## src/rtl/gpio_bank_pkg.sv

```systemverilog
package gpio_bank_pkg;
  localparam int unsigned IDX_DATA = 0;
  localparam int unsigned IDX_SET  = 1;
  localparam int unsigned IDX_CLR  = 2;
  localparam int unsigned IDX_TGL  = 3;
  localparam int unsigned IDX_PIN  = 4;

  typedef enum logic [1:0] {
    OP_LOAD, OP_SET, OP_CLR, OP_TGL
  } latch_op_e;
endpackage

```

## src/rtl/gpio_in_sync.sv

```systemverilog
module gpio_in_sync #(
  parameter int unsigned NPINS  = 32,
  parameter int unsigned STAGES = 2
) (
  input  logic             clk,
  input  logic             rst,
  input  logic [NPINS-1:0] async_in,
  output logic [NPINS-1:0] sync_out
);
  logic [NPINS-1:0] stage_q [STAGES];

  for (genvar s = 0; s < STAGES; s++) begin : g_stage
    always_ff @(posedge clk) begin
      if (rst) stage_q[s] <= '0;
      else if (s == 0) stage_q[s] <= async_in;
      else stage_q[s] <= stage_q[(s == 0) ? 0 : s-1];
    end
  end

  assign sync_out = stage_q[STAGES-1];
endmodule

```

## src/rtl/gpio_out_latch.sv

```systemverilog
module gpio_out_latch
  import gpio_bank_pkg::*;
#(
  parameter int unsigned NPINS = 32
) (
  input  logic             clk,
  input  logic             rst,
  input  logic             upd,
  input  latch_op_e        op,
  input  logic [NPINS-1:0] mask,
  output logic [NPINS-1:0] q
);
  logic [NPINS-1:0] nxt;

  always_comb begin
    unique case (op)
      OP_LOAD: nxt = mask;
      OP_SET:  nxt = q | mask;
      OP_CLR:  nxt = q & ~mask;
      OP_TGL:  nxt = q ^ mask;
      default: nxt = q;
    endcase
  end

  always_ff @(posedge clk) begin
    if (rst) q <= '0;
    else if (upd) q <= nxt;
  end
endmodule

```

## src/rtl/gpio_addr_dec.sv

```systemverilog
module gpio_addr_dec
  import gpio_bank_pkg::*;
#(
  parameter int unsigned NPINS  = 32,
  parameter int unsigned ADDR_W = 3
) (
  input  logic [ADDR_W-1:0] addr,
  input  logic              wr_en,
  input  logic [NPINS-1:0]  latch_q,
  input  logic [NPINS-1:0]  pins_sync,
  output logic              upd,
  output latch_op_e         op,
  output logic [NPINS-1:0]  rd_data
);
  always_comb begin
    upd = 1'b0;
    op  = OP_LOAD;
    if (addr == ADDR_W'(IDX_DATA)) begin
      upd = wr_en;
      op  = OP_LOAD;
    end else if (addr == ADDR_W'(IDX_SET)) begin
      upd = wr_en;
      op  = OP_SET;
    end else if (addr == ADDR_W'(IDX_CLR)) begin
      upd = wr_en;
      op  = OP_CLR;
    end else if (addr == ADDR_W'(IDX_TGL)) begin
      upd = wr_en;
      op  = OP_TGL;
    end
  end

  always_comb begin
    rd_data = '0;
    if (addr == ADDR_W'(IDX_DATA))     rd_data = latch_q;
    else if (addr == ADDR_W'(IDX_PIN)) rd_data = pins_sync;
  end
endmodule

```

## src/rtl/gpio_data_bank.sv

```systemverilog
module gpio_data_bank
  import gpio_bank_pkg::*;
#(
  parameter int unsigned NPINS  = 32,
  parameter int unsigned ADDR_W = 3
) (
  input  logic              clk,
  input  logic              rst,
  input  logic [ADDR_W-1:0] addr,
  input  logic              wr_en,
  input  logic [NPINS-1:0]  wr_data,
  output logic [NPINS-1:0]  rd_data,
  input  logic [NPINS-1:0]  pin_in,
  output logic [NPINS-1:0]  pin_out
);
  localparam int unsigned SYNC_STAGES = 2;

  logic             upd;
  latch_op_e        op;
  logic [NPINS-1:0] pins_sync;

  gpio_in_sync #(.NPINS(NPINS), .STAGES(SYNC_STAGES)) u_sync (
    .clk(clk), .rst(rst), .async_in(pin_in), .sync_out(pins_sync)
  );

  gpio_addr_dec #(.NPINS(NPINS), .ADDR_W(ADDR_W)) u_dec (
    .addr(addr), .wr_en(wr_en), .latch_q(pin_out), .pins_sync(pins_sync),
    .upd(upd), .op(op), .rd_data(rd_data)
  );

  gpio_out_latch #(.NPINS(NPINS)) u_latch (
    .clk(clk), .rst(rst), .upd(upd), .op(op), .mask(wr_data), .q(pin_out)
  );
endmodule

```

## config.mk

```make
export PLATFORM = sky130hd
export DESIGN_NAME = gpio_data_bank
export DESIGN_NICKNAME = d
export VERILOG_FILES = /design/src/rtl/gpio_bank_pkg.sv /design/src/rtl/gpio_in_sync.sv /design/src/rtl/gpio_out_latch.sv /design/src/rtl/gpio_addr_dec.sv /design/src/rtl/gpio_data_bank.sv
export SDC_FILE = /design/constraint.sdc
export NUM_CORES = 1
export LEC_CHECK = 0
export ABC_CLOCK_PERIOD_IN_PS = 1800
export BUFFER_PORTS_ARGS = -buffer_cell sky130_fd_sc_hd__buf_2
export CORE_UTILIZATION = 45
export DETAILED_ROUTE_END_ITERATION = 8
export PLACE_DENSITY = 0.72
export SLEW_MARGIN = 20
export SYNTH_ARGS = -nofsm -noshare
export SYNTH_HDL_FRONTEND = slang
export SYNTH_SLANG_ARGS = --single-unit
```

## constraint.sdc

```tcl
create_clock -name clk -period 1.8 [get_ports clk]
set_clock_uncertainty 0.15 [all_clocks]
set_input_delay 0.18 -clock clk [delete_from_list [all_inputs] [get_ports clk]]
set_output_delay 0.18 -clock clk [all_outputs]
set_load 0.02 [all_outputs]
```

* Word-level counts from Yosys, hierarchy flattened *
Memory sizes are Yosys's and may differ from the RTL's.
Cells that the tools add are included.

word-level totals
  flip-flop bits (word level) = 32
  bits in writable memories = 64
  input bits = 70
  output and inout port bits = 64
  word-level logic and storage cells = 33
  memories = 1

cells by class
  eq/ne operators = 7
  muxes and demuxes = 16
  bitwise operators = 6
  reduce and logical (&&, ||, !) cells = 2

memory list
  memory          depth  width  read ports  clocked after memory_dff  wr ports  RTL line            text
  u_sync.stage_q  2      32     2           0                         2         gpio_in_sync.sv:10  logic [NPINS-1:0] stage_q [STAGES];

operator list
  cell                count
  $mux 32             4
  $pmux 32 s4         1
  $and 32x32->32      1
  $not 32->32         1
  $or 32x32->32       1
  $xor 32x32->32      1
  $mux 2              4
  $mux 1              7
  $eq 3x2->1 const B  2
  $eq 2x2->1 const B  2
  $eq 3x1->1 const B  1
  $eq 3x3->1 const B  1
  $logic_not 3->1     1
  $eq 2x1->1 const B  1
  $logic_not 2->1     1
  $or 1x1->1          2

* Logic depth before layout (Yosys ltp) *
  word-level depth = 7
  depth in mapped cells = 5

* Modules after synthesis *
From an unflattened synthesis, not the netlist that was laid out.

second synthesis, totals
  cell total of the unflattened synthesis = 562
  area total of the unflattened synthesis = 5580.4 µm²

by module, submodules not included
  module          times used  cells each  area each (µm²)  seq. area each (µm²)
  gpio_out_latch  1           351         3100.5           640.6
  gpio_in_sync    1           135         1918.1           1281.2
  gpio_addr_dec   1           76          561.8            0.0

* Least setup slack after synthesis *
No wires, ideal clock.

  path type = reg2reg
  start point = reg u_latch.q[8]
  end point = reg u_latch.q[8]
  arrival time = 1.189 ns
  path slack = 0.344 ns
  stages on the path, launching flop included = 6
  cells stage by stage = dfxtp_1 > inv_1 > ha_1 > nor2b_1 > o21ai_0 > a22o_1

on the way
  cells in the longest elaborated chain, start to end = 2
  elaborated cells on any way between the ends = 4

ends and longest elaborated chain
  what                                          RTL line              text
  start, declared                               gpio_out_latch.sv:11  output logic [NPINS-1:0] q
  start signal, assigned                        gpio_out_latch.sv:27  else if (upd) q <= nxt;
  $xor 32x32->32, or another cell as far along  gpio_out_latch.sv:20  OP_TGL: nxt = q ^ mask;
  $pmux 32 s4 *                                 gpio_out_latch.sv:16  unique case (op)

Mark *: on every way between the ends. The rest lies on a longest branch, timed or not.
A chain may end at the register's enable or synchronous reset.

* Worst setup path after layout *
  start point = in addr[2]
  end point = out rd_data[0]

on the way
  cells in the longest elaborated chain, start to end = 3
  elaborated cells on any way between the ends = 4

ends and longest elaborated chain
  what             RTL line              text
  start, declared  gpio_data_bank.sv:9   input logic [ADDR_W-1:0] addr,
  $eq 3x3->1       gpio_addr_dec.sv:36   else if (addr == ADDR_W'(IDX_PIN)) rd_data = pins_sync;
  $mux 32          gpio_addr_dec.sv:36
  $mux 32 *        gpio_addr_dec.sv:35   if (addr == ADDR_W'(IDX_DATA)) rd_data = latch_q;
  end, declared    gpio_data_bank.sv:12  output logic [NPINS-1:0] rd_data,

Marks and branches as above.

==> impl_results.md <==
- R2R cell count: 5
- R2r startpoint: u_latch.q[8]$_SDFFE_PP0P_
- Worst hold start: wr_data[29]
- Via count: 4204
- LEAKAGE: 0.00314 uW
- Ports: 134
- Sequential area share after synthesis: 37.6%
- Die Ht: 109 um
- CTS clk-pin slew, worst paths: 0.06 ns
- Total GRT Usage: 22.3%
- Final WL: 12600 um
- Startpoint Class: input port
- Die W: 109 um
- Port Buf Inserts: 133
- Crit Path Max Fanout: 25
- Worst-margin pin slew: 0.636 ns
- Most common library cell in the layout ignoring fill and taps: buf_2
- Initial Util: 46.8%
- Fin. max-slew vios: 0
- HPWL Detailed: 7960 um
- Root Driver: clkbuf_16
- TritonRoute pass-1 iters: 4
- Crit Path Category: in2out
- Routability cong.: 0.735
- Number of vias per cell: 5.14
- Clk_lat worst skew: 0.35 ns
- CTS tree: yes
- Most frequent cells in the layout: buf_2 (133), nor2b_1 (117), dfxtp_1 (96)
- Worst EP arrival: 1.29 ns
- Layout Utilization: 60.0%
- WHS Endpoint: u_latch.q[29]$_SDFFE_PP0P_
- Worst R2R End: u_latch.q[8]$_SDFFE_PP0P_
- Final net count: 806
- Num rows: 38
- Layout cell share with drive strength beyond 1: 24.7%
- Worst Hold Depth: 3
- Post-route ant nets: 0
- Minimum clock period: 1.62 ns
- Maximum number of pins on one net before global-route repair: 65
- Max-cap violations: 0
- Iter 0 DRT Violations: 192
- Initial antenna violation count: 1
- Final setup fails: 0
- DP Area: 0.00591 mm^2
- PwrDens: 777 mW/mm^2
- Die Area: 0.0118 mm^2
- First-pass GRT wire length: 20200 um
- Syn Std Cell Area: 0.00512 mm^2
- DRC errors left: 0
- Core ar.: 0.0109 mm^2
- Finished Layout Cells: 818
- CTS max path bufs: 2
- Final Instance Area: 0.00657 mm^2
- Headroom to the max-slew limit: 57.6%
- Final period util: 89.9%
- Layout area overhead: 28.3%
- Synth Register Bits: 96
- Fin Setup TNS: 0 ns
- Min-Delay Path Class: in2reg
- Mapped Cells: 520
- Final Hold Viols: 0
- Synth warn: 0
- H-Tree Depth: 3
- Grt ovf: 0
- Routed WL per cell: 15.4 um
- Placed Instances: 768
- Vias in the first global route: 4290
- Achievable frequency: 0.618 GHz
- Post-CTS setup buffer count: 0
- Status: finished clean
- Pwr Total: 5100 uW
- Worst reg2reg setup slack: 0.32 ns
- Syn Nets: 654
- CP endpoint kind: output pin
- Syn avg cell area: 9.84 um^2
- Number of clock sinks: 96
- Yosys cell types: 21
- TritonCTS Buffers: 9
- VDD IR max: 0.596 mV
- Worst path required time: 1.47 ns
- RSZ-0062 raised after global routing: false
==> cell type report <==
type	instances	area, um^2
timing repair buffer	177	1140
antenna	1	2.50
tap	140	175
fill	926	4370
clock inverter	2	35.0
inverter	65	244
multi-input combinational	323	2760
sequential	96	1920
clock buffer	14	284
==> routing by layer <==
metal	wire length [um]	vias to the layer above	track usage (%)
met5	0	-	0
met4	310	0	11.7
met3	493	20	4.30
met2	6370	95	40.3
met1	5450	2010	24.6
li1	-	2079	-
==> power breakdown <==
part / leakage [uW] / internal (uW) / total [uW] / switching [uW]
clock network: 0.000159 / 1230 / 2040 / 814
registers: 0.000791 / 2230 / 2300 / 70.9
logic: 0.00219 / 360 / 763 / 402
total: 0.00314 / 3820 / 5100 / 1290
==> sequential cells by signal (all words and copies together), names as in the netlist <==
| signal | cells |
|---|---|
| u_latch.q | 32 |
| u_sync.stage_q | 64 |
==> critical path, cell delays in order <==
cell,delay [ns]
buf_2,0.16
inv_1,0.13
nor3_4,0.25
buf_12,0.22
a22o_1,0.18
buf_2,0.16
==> metrics by stage <==
step | hold slack [ns] | setup WS, ns
floorplan | 0.158 | 0.344
global placement | 0.238 | 0.215
detailed placement | 0.242 | 0.189
CTS | 0.0641 | 0.182
global route | 0.0882 | 0.102
finish | 0.0797 | 0.181
==> cells in the mapped netlist (all sizes together) <==
library cell    n  area (um^2)
inv            65          244
nand2           3         11.3
a22o           64          561
a21oi           1         5.00
dfxtp          96         1920
o211ai          3         22.5
buf            24          173
clkbuf         12         45.0
nor3b           1         12.5
o21ai          29          145
nand2b          1         8.76
ha             64          801
o21ba           1         16.3
nor3            2         20.0
nor2b         117          732
o221a          32          360
and2b           5         37.5
==> how the worst max path moves through the flow <==
stage | end | cells past startpoint | start
floorplan | u_latch.q[8]$_SDFFE_PP0P_ | 5 | u_latch.q[8]$_SDFFE_PP0P_
global placement | rd_data[29] | 6 | addr[2]
detailed placement | rd_data[0] | 6 | addr[2]
CTS | rd_data[0] | 6 | addr[2]
global route | rd_data[29] | 6 | addr[2]
finish | rd_data[0] | 6 | addr[2]
==> repair_timing <==
action	4_1_cts	5_1_grt
hold buffers	33	0
resized for setup	0	0
hold endpoints to repair	33	0
==> kinds of logic (layout without fill, tap and decap cells) <==
logic type / after synthesis / after routing / synth area share, %
other cells: 0 / 1 / 0
compound gates: 130 / 130 / 21.7
fa+ha+maj: 64 / 64 / 15.7
flops: 96 / 96 / 37.6
simple gates: 129 / 129 / 16.1
buf+inv: 101 / 258 / 9.02
Power figures use the tool's default switching activity.
